## config.mk

```make
export PLATFORM = sky130hd
export DESIGN_NAME = pt_walker
export DESIGN_NICKNAME = d
export VERILOG_FILES = /design/src/rtl/ptw_pkg.sv /design/src/rtl/ptw_index_sel.sv /design/src/rtl/ptw_entry_decode.sv /design/src/rtl/ptw_walk_fsm.sv /design/src/rtl/pt_walker.sv
export SDC_FILE = /design/constraint.sdc
export NUM_CORES = 1
export LEC_CHECK = 0
export CORE_AREA = 10 10 114 116
export DETAILED_ROUTE_END_ITERATION = 10
export DIE_AREA = 0 0 124 126
export DONT_BUFFER_PORTS = 1
export GPL_ROUTABILITY_DRIVEN = 0
export GPL_TIMING_DRIVEN = 1
export HOLD_SLACK_MARGIN = 0.03
export PLACE_DENSITY = 0.64
export SLEW_MARGIN = 25
export SYNTH_ARGS = -nofsm -noshare
export SYNTH_HDL_FRONTEND = slang
export SYNTH_SLANG_ARGS = --single-unit
export TNS_END_PERCENT = 50
```

## constraint.sdc

```tcl
create_clock -name clk -period 1.8 [get_ports clk]
set_clock_uncertainty 0.15 [all_clocks]
set_input_delay 0.09 -clock clk [delete_from_list [all_inputs] [get_ports clk]]
set_output_delay 0.09 -clock clk [all_outputs]
set_load 0.02 [all_outputs]
```

## src/rtl/ptw_pkg.sv

```systemverilog
// Shared entry layout and walker state encoding.
// Assumes 8-byte entries with the page number field starting at the page offset width.
package ptw_pkg;
    localparam int ENTRY_W   = 64;
    localparam int BIT_VALID = 0;
    localparam int BIT_READ  = 1;
    localparam int BIT_WRITE = 2;
    localparam int BIT_DIRTY = 3;
    localparam int BIT_USE   = 4;
    localparam int ENT_SHIFT = 3;   // log2 of the entry size in bytes

    typedef struct packed {
        logic used;
        logic dirty;
        logic wr;
        logic rd;
    } pte_flags_t;

    typedef enum logic [1:0] {
        WS_IDLE  = 2'd0,
        WS_ISSUE = 2'd1,
        WS_WAIT  = 2'd2,
        WS_RESP  = 2'd3
    } walk_state_t;
endpackage

```

## src/rtl/ptw_index_sel.sv

```systemverilog
// Picks the table index for the current level from the virtual page number.
// Level 0 takes the most significant slice; assumes level < LEVELS.
module ptw_index_sel #(
    parameter int LEVELS = 4,
    parameter int IDX_W  = 9,
    localparam int VPN_W = LEVELS * IDX_W,
    localparam int LVL_W = $clog2(LEVELS)
) (
    input  logic [VPN_W-1:0] vpn,
    input  logic [LVL_W-1:0] level,
    output logic [IDX_W-1:0] idx
);
    logic [IDX_W-1:0] slice [LEVELS];

    // Split the page number into one slice per level, top slice first.
    for (genvar g = 0; g < LEVELS; g++) begin : g_slice
        assign slice[g] = vpn[(LEVELS-1-g)*IDX_W +: IDX_W];
    end

    // Select the slice for the level being walked.
    always_comb idx = slice[level];
endmodule

```

## src/rtl/ptw_entry_decode.sv

```systemverilog
// Splits a 64-bit table entry into valid bit, page number and flags.
// Assumes PA_W <= 64; reserved bits are not interpreted.
module ptw_entry_decode
    import ptw_pkg::*;
#(
    parameter int PA_W  = 40,
    parameter int OFS_W = 12,
    localparam int PPN_W = PA_W - OFS_W
) (
    input  logic [ENTRY_W-1:0] entry,
    output logic               ent_valid,
    output logic [PPN_W-1:0]   ent_ppn,
    output pte_flags_t         ent_flags
);
    logic rsv_unused;

    // Field extraction.
    always_comb begin
        ent_valid       = entry[BIT_VALID];
        ent_ppn         = entry[OFS_W +: PPN_W];
        ent_flags.used  = entry[BIT_USE];
        ent_flags.dirty = entry[BIT_DIRTY];
        ent_flags.wr    = entry[BIT_WRITE];
        ent_flags.rd    = entry[BIT_READ];
    end

    // Reserved bits gathered so every input bit has a reader.
    assign rsv_unused = ^{entry[ENTRY_W-1:PA_W], entry[OFS_W-1:BIT_USE+1]};
endmodule

```

## src/rtl/ptw_walk_fsm.sv

```systemverilog
// Walk sequencer: accepts one request, issues one read per level,
// descends, faults or completes. Assumes the memory answers every read
// once with mem_rsp_valid and never without a read outstanding.
module ptw_walk_fsm
    import ptw_pkg::*;
#(
    parameter int LEVELS = 4,
    parameter int IDX_W  = 9,
    parameter int PPN_W  = 28,
    localparam int VPN_W = LEVELS * IDX_W,
    localparam int LVL_W = $clog2(LEVELS)
) (
    input  logic             clk,
    input  logic             rst_n,
    input  logic             req_valid,
    input  logic [VPN_W-1:0] req_vpn,
    input  logic [PPN_W-1:0] root_ppn,
    input  logic             mem_rsp_valid,
    input  logic             ent_valid,
    input  logic [PPN_W-1:0] ent_ppn,
    input  pte_flags_t       ent_flags,
    output logic [VPN_W-1:0] vpn_q,
    output logic [LVL_W-1:0] level_q,
    output logic [PPN_W-1:0] tbl_ppn_q,
    output logic             busy,
    output logic             rd_fire,
    output logic             done,
    output logic             fault,
    output logic [LVL_W-1:0] fault_level,
    output logic [PPN_W-1:0] res_ppn,
    output pte_flags_t       res_flags
);
    localparam logic [LVL_W-1:0] LAST_LVL = LVL_W'(LEVELS - 1);

    walk_state_t state_q;
    logic        fault_q;

    // State, walk context and result registers.
    always_ff @(posedge clk) begin
        if (!rst_n) begin
            state_q     <= WS_IDLE;
            vpn_q       <= '0;
            level_q     <= '0;
            tbl_ppn_q   <= '0;
            fault_q     <= 1'b0;
            fault_level <= '0;
            res_ppn     <= '0;
            res_flags   <= '0;
        end else begin
            case (state_q)
                WS_IDLE: begin
                    if (req_valid) begin
                        vpn_q     <= req_vpn;
                        tbl_ppn_q <= root_ppn;
                        level_q   <= '0;
                        state_q   <= WS_ISSUE;
                    end
                end
                WS_ISSUE: state_q <= WS_WAIT;
                WS_WAIT: begin
                    if (mem_rsp_valid) begin
                        if (!ent_valid) begin
                            fault_q     <= 1'b1;
                            fault_level <= level_q;
                            res_ppn     <= '0;
                            res_flags   <= '0;
                            state_q     <= WS_RESP;
                        end else if (level_q == LAST_LVL) begin
                            fault_q   <= 1'b0;
                            res_ppn   <= ent_ppn;
                            res_flags <= ent_flags;
                            state_q   <= WS_RESP;
                        end else begin
                            tbl_ppn_q <= ent_ppn;
                            level_q   <= level_q + 1'b1;
                            state_q   <= WS_ISSUE;
                        end
                    end
                end
                default: state_q <= WS_IDLE;
            endcase
        end
    end

    // Output decode from the state.
    always_comb begin
        busy    = (state_q != WS_IDLE);
        rd_fire = (state_q == WS_ISSUE);
        done    = (state_q == WS_RESP);
        fault   = (state_q == WS_RESP) && fault_q;
    end

    AST_RD_SINGLE_CYCLE: assert property (@(posedge clk) disable iff (!rst_n)
        rd_fire |=> !rd_fire);
    AST_NO_RD_WHILE_WAITING: assert property (@(posedge clk) disable iff (!rst_n)
        (state_q == WS_WAIT && !mem_rsp_valid) |=> !rd_fire);
    AST_DONE_PULSE: assert property (@(posedge clk) disable iff (!rst_n)
        done |=> !done);
    AST_FAULT_ONLY_WITH_DONE: assert property (@(posedge clk) disable iff (!rst_n)
        fault |-> done);
    AST_RESULT_HELD: assert property (@(posedge clk) disable iff (!rst_n)
        !$stable(res_ppn) |-> done);
    AST_CTX_HELD_WHILE_BUSY: assert property (@(posedge clk) disable iff (!rst_n)
        (busy && !done) |=> $stable(vpn_q));
endmodule

```

## src/rtl/pt_walker.sv

```systemverilog
// Multi-level page table walker top. Forms each entry address from the
// current table page number and the level's index slice, and wires the
// sequencer to the entry decoder. Assumes IDX_W + 3 equals the offset width.
module pt_walker
    import ptw_pkg::*;
#(
    parameter int LEVELS = 4,
    parameter int IDX_W  = 9,
    parameter int PA_W   = 40,
    localparam int OFS_W = IDX_W + ENT_SHIFT,
    localparam int PPN_W = PA_W - OFS_W,
    localparam int VPN_W = LEVELS * IDX_W,
    localparam int LVL_W = $clog2(LEVELS)
) (
    input  logic               clk,
    input  logic               rst_n,
    input  logic               req_valid,
    input  logic [VPN_W-1:0]   req_vpn,
    input  logic [PPN_W-1:0]   root_ppn,
    output logic               busy,
    output logic               mem_rd_valid,
    output logic [PA_W-1:0]    mem_rd_addr,
    input  logic               mem_rsp_valid,
    input  logic [ENTRY_W-1:0] mem_rsp_data,
    output logic               done,
    output logic               fault,
    output logic [LVL_W-1:0]   fault_level,
    output logic [PPN_W-1:0]   res_ppn,
    output logic [3:0]         res_flags
);
    logic [VPN_W-1:0] vpn_q;
    logic [LVL_W-1:0] level_q;
    logic [PPN_W-1:0] tbl_ppn_q;
    logic [IDX_W-1:0] idx;
    logic             ent_valid;
    logic [PPN_W-1:0] ent_ppn;
    pte_flags_t       ent_flags;
    pte_flags_t       flags_q;

    ptw_index_sel #(.LEVELS(LEVELS), .IDX_W(IDX_W)) u_idx (
        .vpn   (vpn_q),
        .level (level_q),
        .idx   (idx)
    );

    ptw_entry_decode #(.PA_W(PA_W), .OFS_W(OFS_W)) u_dec (
        .entry     (mem_rsp_data),
        .ent_valid (ent_valid),
        .ent_ppn   (ent_ppn),
        .ent_flags (ent_flags)
    );

    ptw_walk_fsm #(.LEVELS(LEVELS), .IDX_W(IDX_W), .PPN_W(PPN_W)) u_fsm (
        .clk           (clk),
        .rst_n         (rst_n),
        .req_valid     (req_valid),
        .req_vpn       (req_vpn),
        .root_ppn      (root_ppn),
        .mem_rsp_valid (mem_rsp_valid),
        .ent_valid     (ent_valid),
        .ent_ppn       (ent_ppn),
        .ent_flags     (ent_flags),
        .vpn_q         (vpn_q),
        .level_q       (level_q),
        .tbl_ppn_q     (tbl_ppn_q),
        .busy          (busy),
        .rd_fire       (mem_rd_valid),
        .done          (done),
        .fault         (fault),
        .fault_level   (fault_level),
        .res_ppn       (res_ppn),
        .res_flags     (flags_q)
    );

    // Entry address: table base page, index scaled by the entry size.
    always_comb begin
        mem_rd_addr = {tbl_ppn_q, idx, {ENT_SHIFT{1'b0}}};
        res_flags   = flags_q;
    end

    AST_RD_ONLY_WHEN_BUSY: assert property (@(posedge clk) disable iff (!rst_n)
        mem_rd_valid |-> busy);
    AST_IDLE_AFTER_DONE: assert property (@(posedge clk) disable iff (!rst_n)
        done |=> !busy);
endmodule

```

==> flow_summary.ini <==
[cells_and_area]
final_layout_size_suffix_gt1_share_pct = 15.2
layout_common_cells = dlygate4sd3_1 (101), dfxtp_1 (99), nand2_1 (77)
mostFrequentLayoutCell = dlygate4sd3_1
syn2layout_area_growth_pct = 30.9
fill_cells = 943
design_area_um2 = 5940
nets = 713

[clock_network]
root_buffer = clkbuf_8
cts.clk_slew.worst_paths_ps = 90
cts_setup_buffers = 0
clk_latency_ps = 360
cts.sinks = 103
htreeDepth = 3
cts_tree = yes
clockBufferDepth = 2
cts_inserted_buffers = 9

[floorplanning]
die_area_um2 = 15600
die_w_um = 124
start_util_pct = 42.4
rows = 38
die_y_um = 126
ios = 210
core-area_um2 = 10700

[yosys]
netlist_area_um2 = 4540
synth_area_leaders = dfxtp_1 (45%), a21oi_1 (7.8%), o221a_2 (6.9%)
yosys.area.top_type = dfxtp_1
dominantRegCellSynth = dfxtp_1
async_reset_ff_share_pct = 0
synth-edff-count = 0
synth_top_area_share_pct = 45.4
syn_inst = 497
ys_types = 37
syn-mean-instance-area_um2 = 9.14
seq_area_frac_synth_pct = 45.4
ys_seq_elements = 103
ys.warnings.count = 0

[run]
cap_violations = 0

[global_route]
grt_max_degree = 67
grt_use_total_pct = 19.6
grt_overflow_total = 0
grt_pass1_vias = 4431
grt_pass1_wl_mm = 24.6
antenna_found_initial = 1

[timing]
hold_viol_final = 0
whs_ps = 129
fin_crit_ps = 1730
post-route-period-util_pct = 96.0
setup_tns_ps = 0
setup_viol = 0
finalMaxSlewViolations = 0
rsz0062_at_grt = no
fmax_mhz = 579

[min_path]
hold_class = in -> reg
worstHoldPathCells = 4

[placement]
postPlaceCellArea_um2 = 4680
io_buffers = 0
dp_hpwl_mm = 9.98

[worst_setup_path]
endpoint_kind = output pin
r2r_cells = 5
cp-start-kind = register
crit_slowest_cell = mux4_2
cp_top_family = multiplexers
worstSetupPathDepth = 2
arrival_ps = 1490
worstSetupPathType = reg -> out
crit_buf_inv = 1
slowest_delay_ps = 600
cp.required_ps = 1560
cp_max_fo = 13
path_cells = buf_12, mux4_2

[route]
post_drt_wl_per_cell_um = 21.8
first_pass_iters = 5
drc = 0
drt_iter0_markers = 314
routed_wl_mm = 15.8
antenna_left = 0
vias = 4247
vias_per_cell = 5.85

[power]
p_leak_nw = 2.23
ir_drop_mv = 0.431
powerDensity_nw_per_um2 = 815

[status]
status = completed
[per-stage QoR]
| step | cells | total power [W] | setup WS, ps | utilization [%] |
|---|---|---|---|---|
| after floorplan | 499 | 0.00313 | 0.523 | - |
| after global placement | 606 | 0.00324 | 162 | 43.7 |
| after detailed placement | 606 | 0.00326 | 143 | 43.7 |
| after CTS | 725 | 0.00488 | 9.60 | 55.4 |
| after global routing | 726 | 0.00505 | 9.87 | 55.5 |
| final | 726 | 0.00484 | 72.0 | 55.5 |
[synth_stat cells (all sizes together) (2+ instances only)]
cell type  number
dfxtp         103
nand2          77
inv             3
nand4          32
a31oi           2
a211o          28
mux4            9
a21oi          72
clkbuf         30
o21ai          34
nor2b          30
or3             2
o221a          28
o21a            2
buf            27
nand2b          2
and2            2
[cell type report]
| cell class | instances | area, µm² | share of cell area [%] |
|---|---|---|---|
| clock buffers | 12 | 155 | 2.61 |
| inverters | 3 | 11.3 | 0.190 |
| diodes | 1 | 2.50 | 0.0421 |
| clock inverters | 4 | 28.8 | 0.484 |
| multi-input cells | 336 | 2190 | 36.8 |
| flip-flops and latches | 103 | 2070 | 34.8 |
| well taps | 140 | 175 | 2.95 |
| repair buffers | 127 | 1310 | 22.1 |
[routing by layer]
| metal | part of all wire [%] | vias up | GRT usage, % | wire [µm] |
|---|---|---|---|---|
| met2 | 49 | 198 | 31.8 | 7770 |
| li1 | - | 1972 | - | - |
| met1 | 38 | 2047 | 22.5 | 6080 |
| met4 | 2.1 | 0 | 6.91 | 338 |
| met3 | 10 | 30 | 8.36 | 1620 |
| met5 | 0 | - | 0 | 0 |
[power by group]
| group | internal [W] | total [W] | switching (W) |
|---|---|---|---|
| sequential | 0.00241 | 0.00259 | 0.000186 |
| combinational | 0.000437 | 0.000873 | 0.000436 |
| clock | 0.000583 | 0.00138 | 0.000794 |
[flip-flops by register name (all words and copies together) (netlist names)]
signal / cells
u_fsm.vpn_q: 36
u_fsm.res_ppn: 28
u_fsm.tbl_ppn_q: 28
u_fsm.res_flags: 4
u_fsm.fault_level: 2
u_fsm.level_q: 2
u_fsm.state_q: 2
u_fsm.fault_q: 1
[kinds of logic after synthesis]
family / after synthesis / synth area share [%]
AO/OA/AOI/OAI: 169 / 25.2
AND/OR/NAND/NOR: 154 / 17.9
flip-flops: 103 / 45.4
buffers and inverters: 60 / 6.67
multiplexers: 9 / 4.46
adder cells (fa/ha/maj): 1 / 0.276
other: 1 / 0.0826
[repair_timing]
action	in CTS	in global routing
gates resized for setup	4	4
hold buffers	103	0
endpoints found under the hold margin	103	0
cloned	0	0
setup endpoints to repair	10	5
[worst paths after layout]
path	startpoint	end	slack, ps
hold reg to reg	u_fsm.vpn_q[28]	u_fsm.vpn_q[28]	310
setup / recovery	u_fsm.level_q[0]	mem_rd_addr[3]	70
setup reg to reg	u_fsm.level_q[0]	u_fsm.tbl_ppn_q[8]	100
hold / removal	mem_rsp_valid	u_fsm.res_ppn[6]	130
[worst reg2reg max path, stage by stage, from the launching register on]
cell	delay [ps]
dfxtp_2	350
ha_1	260
nand4b_4	230
and2_1	180
buf_4	200
o221a_2	250
Note: power is estimated with default switching activity, not from simulation.
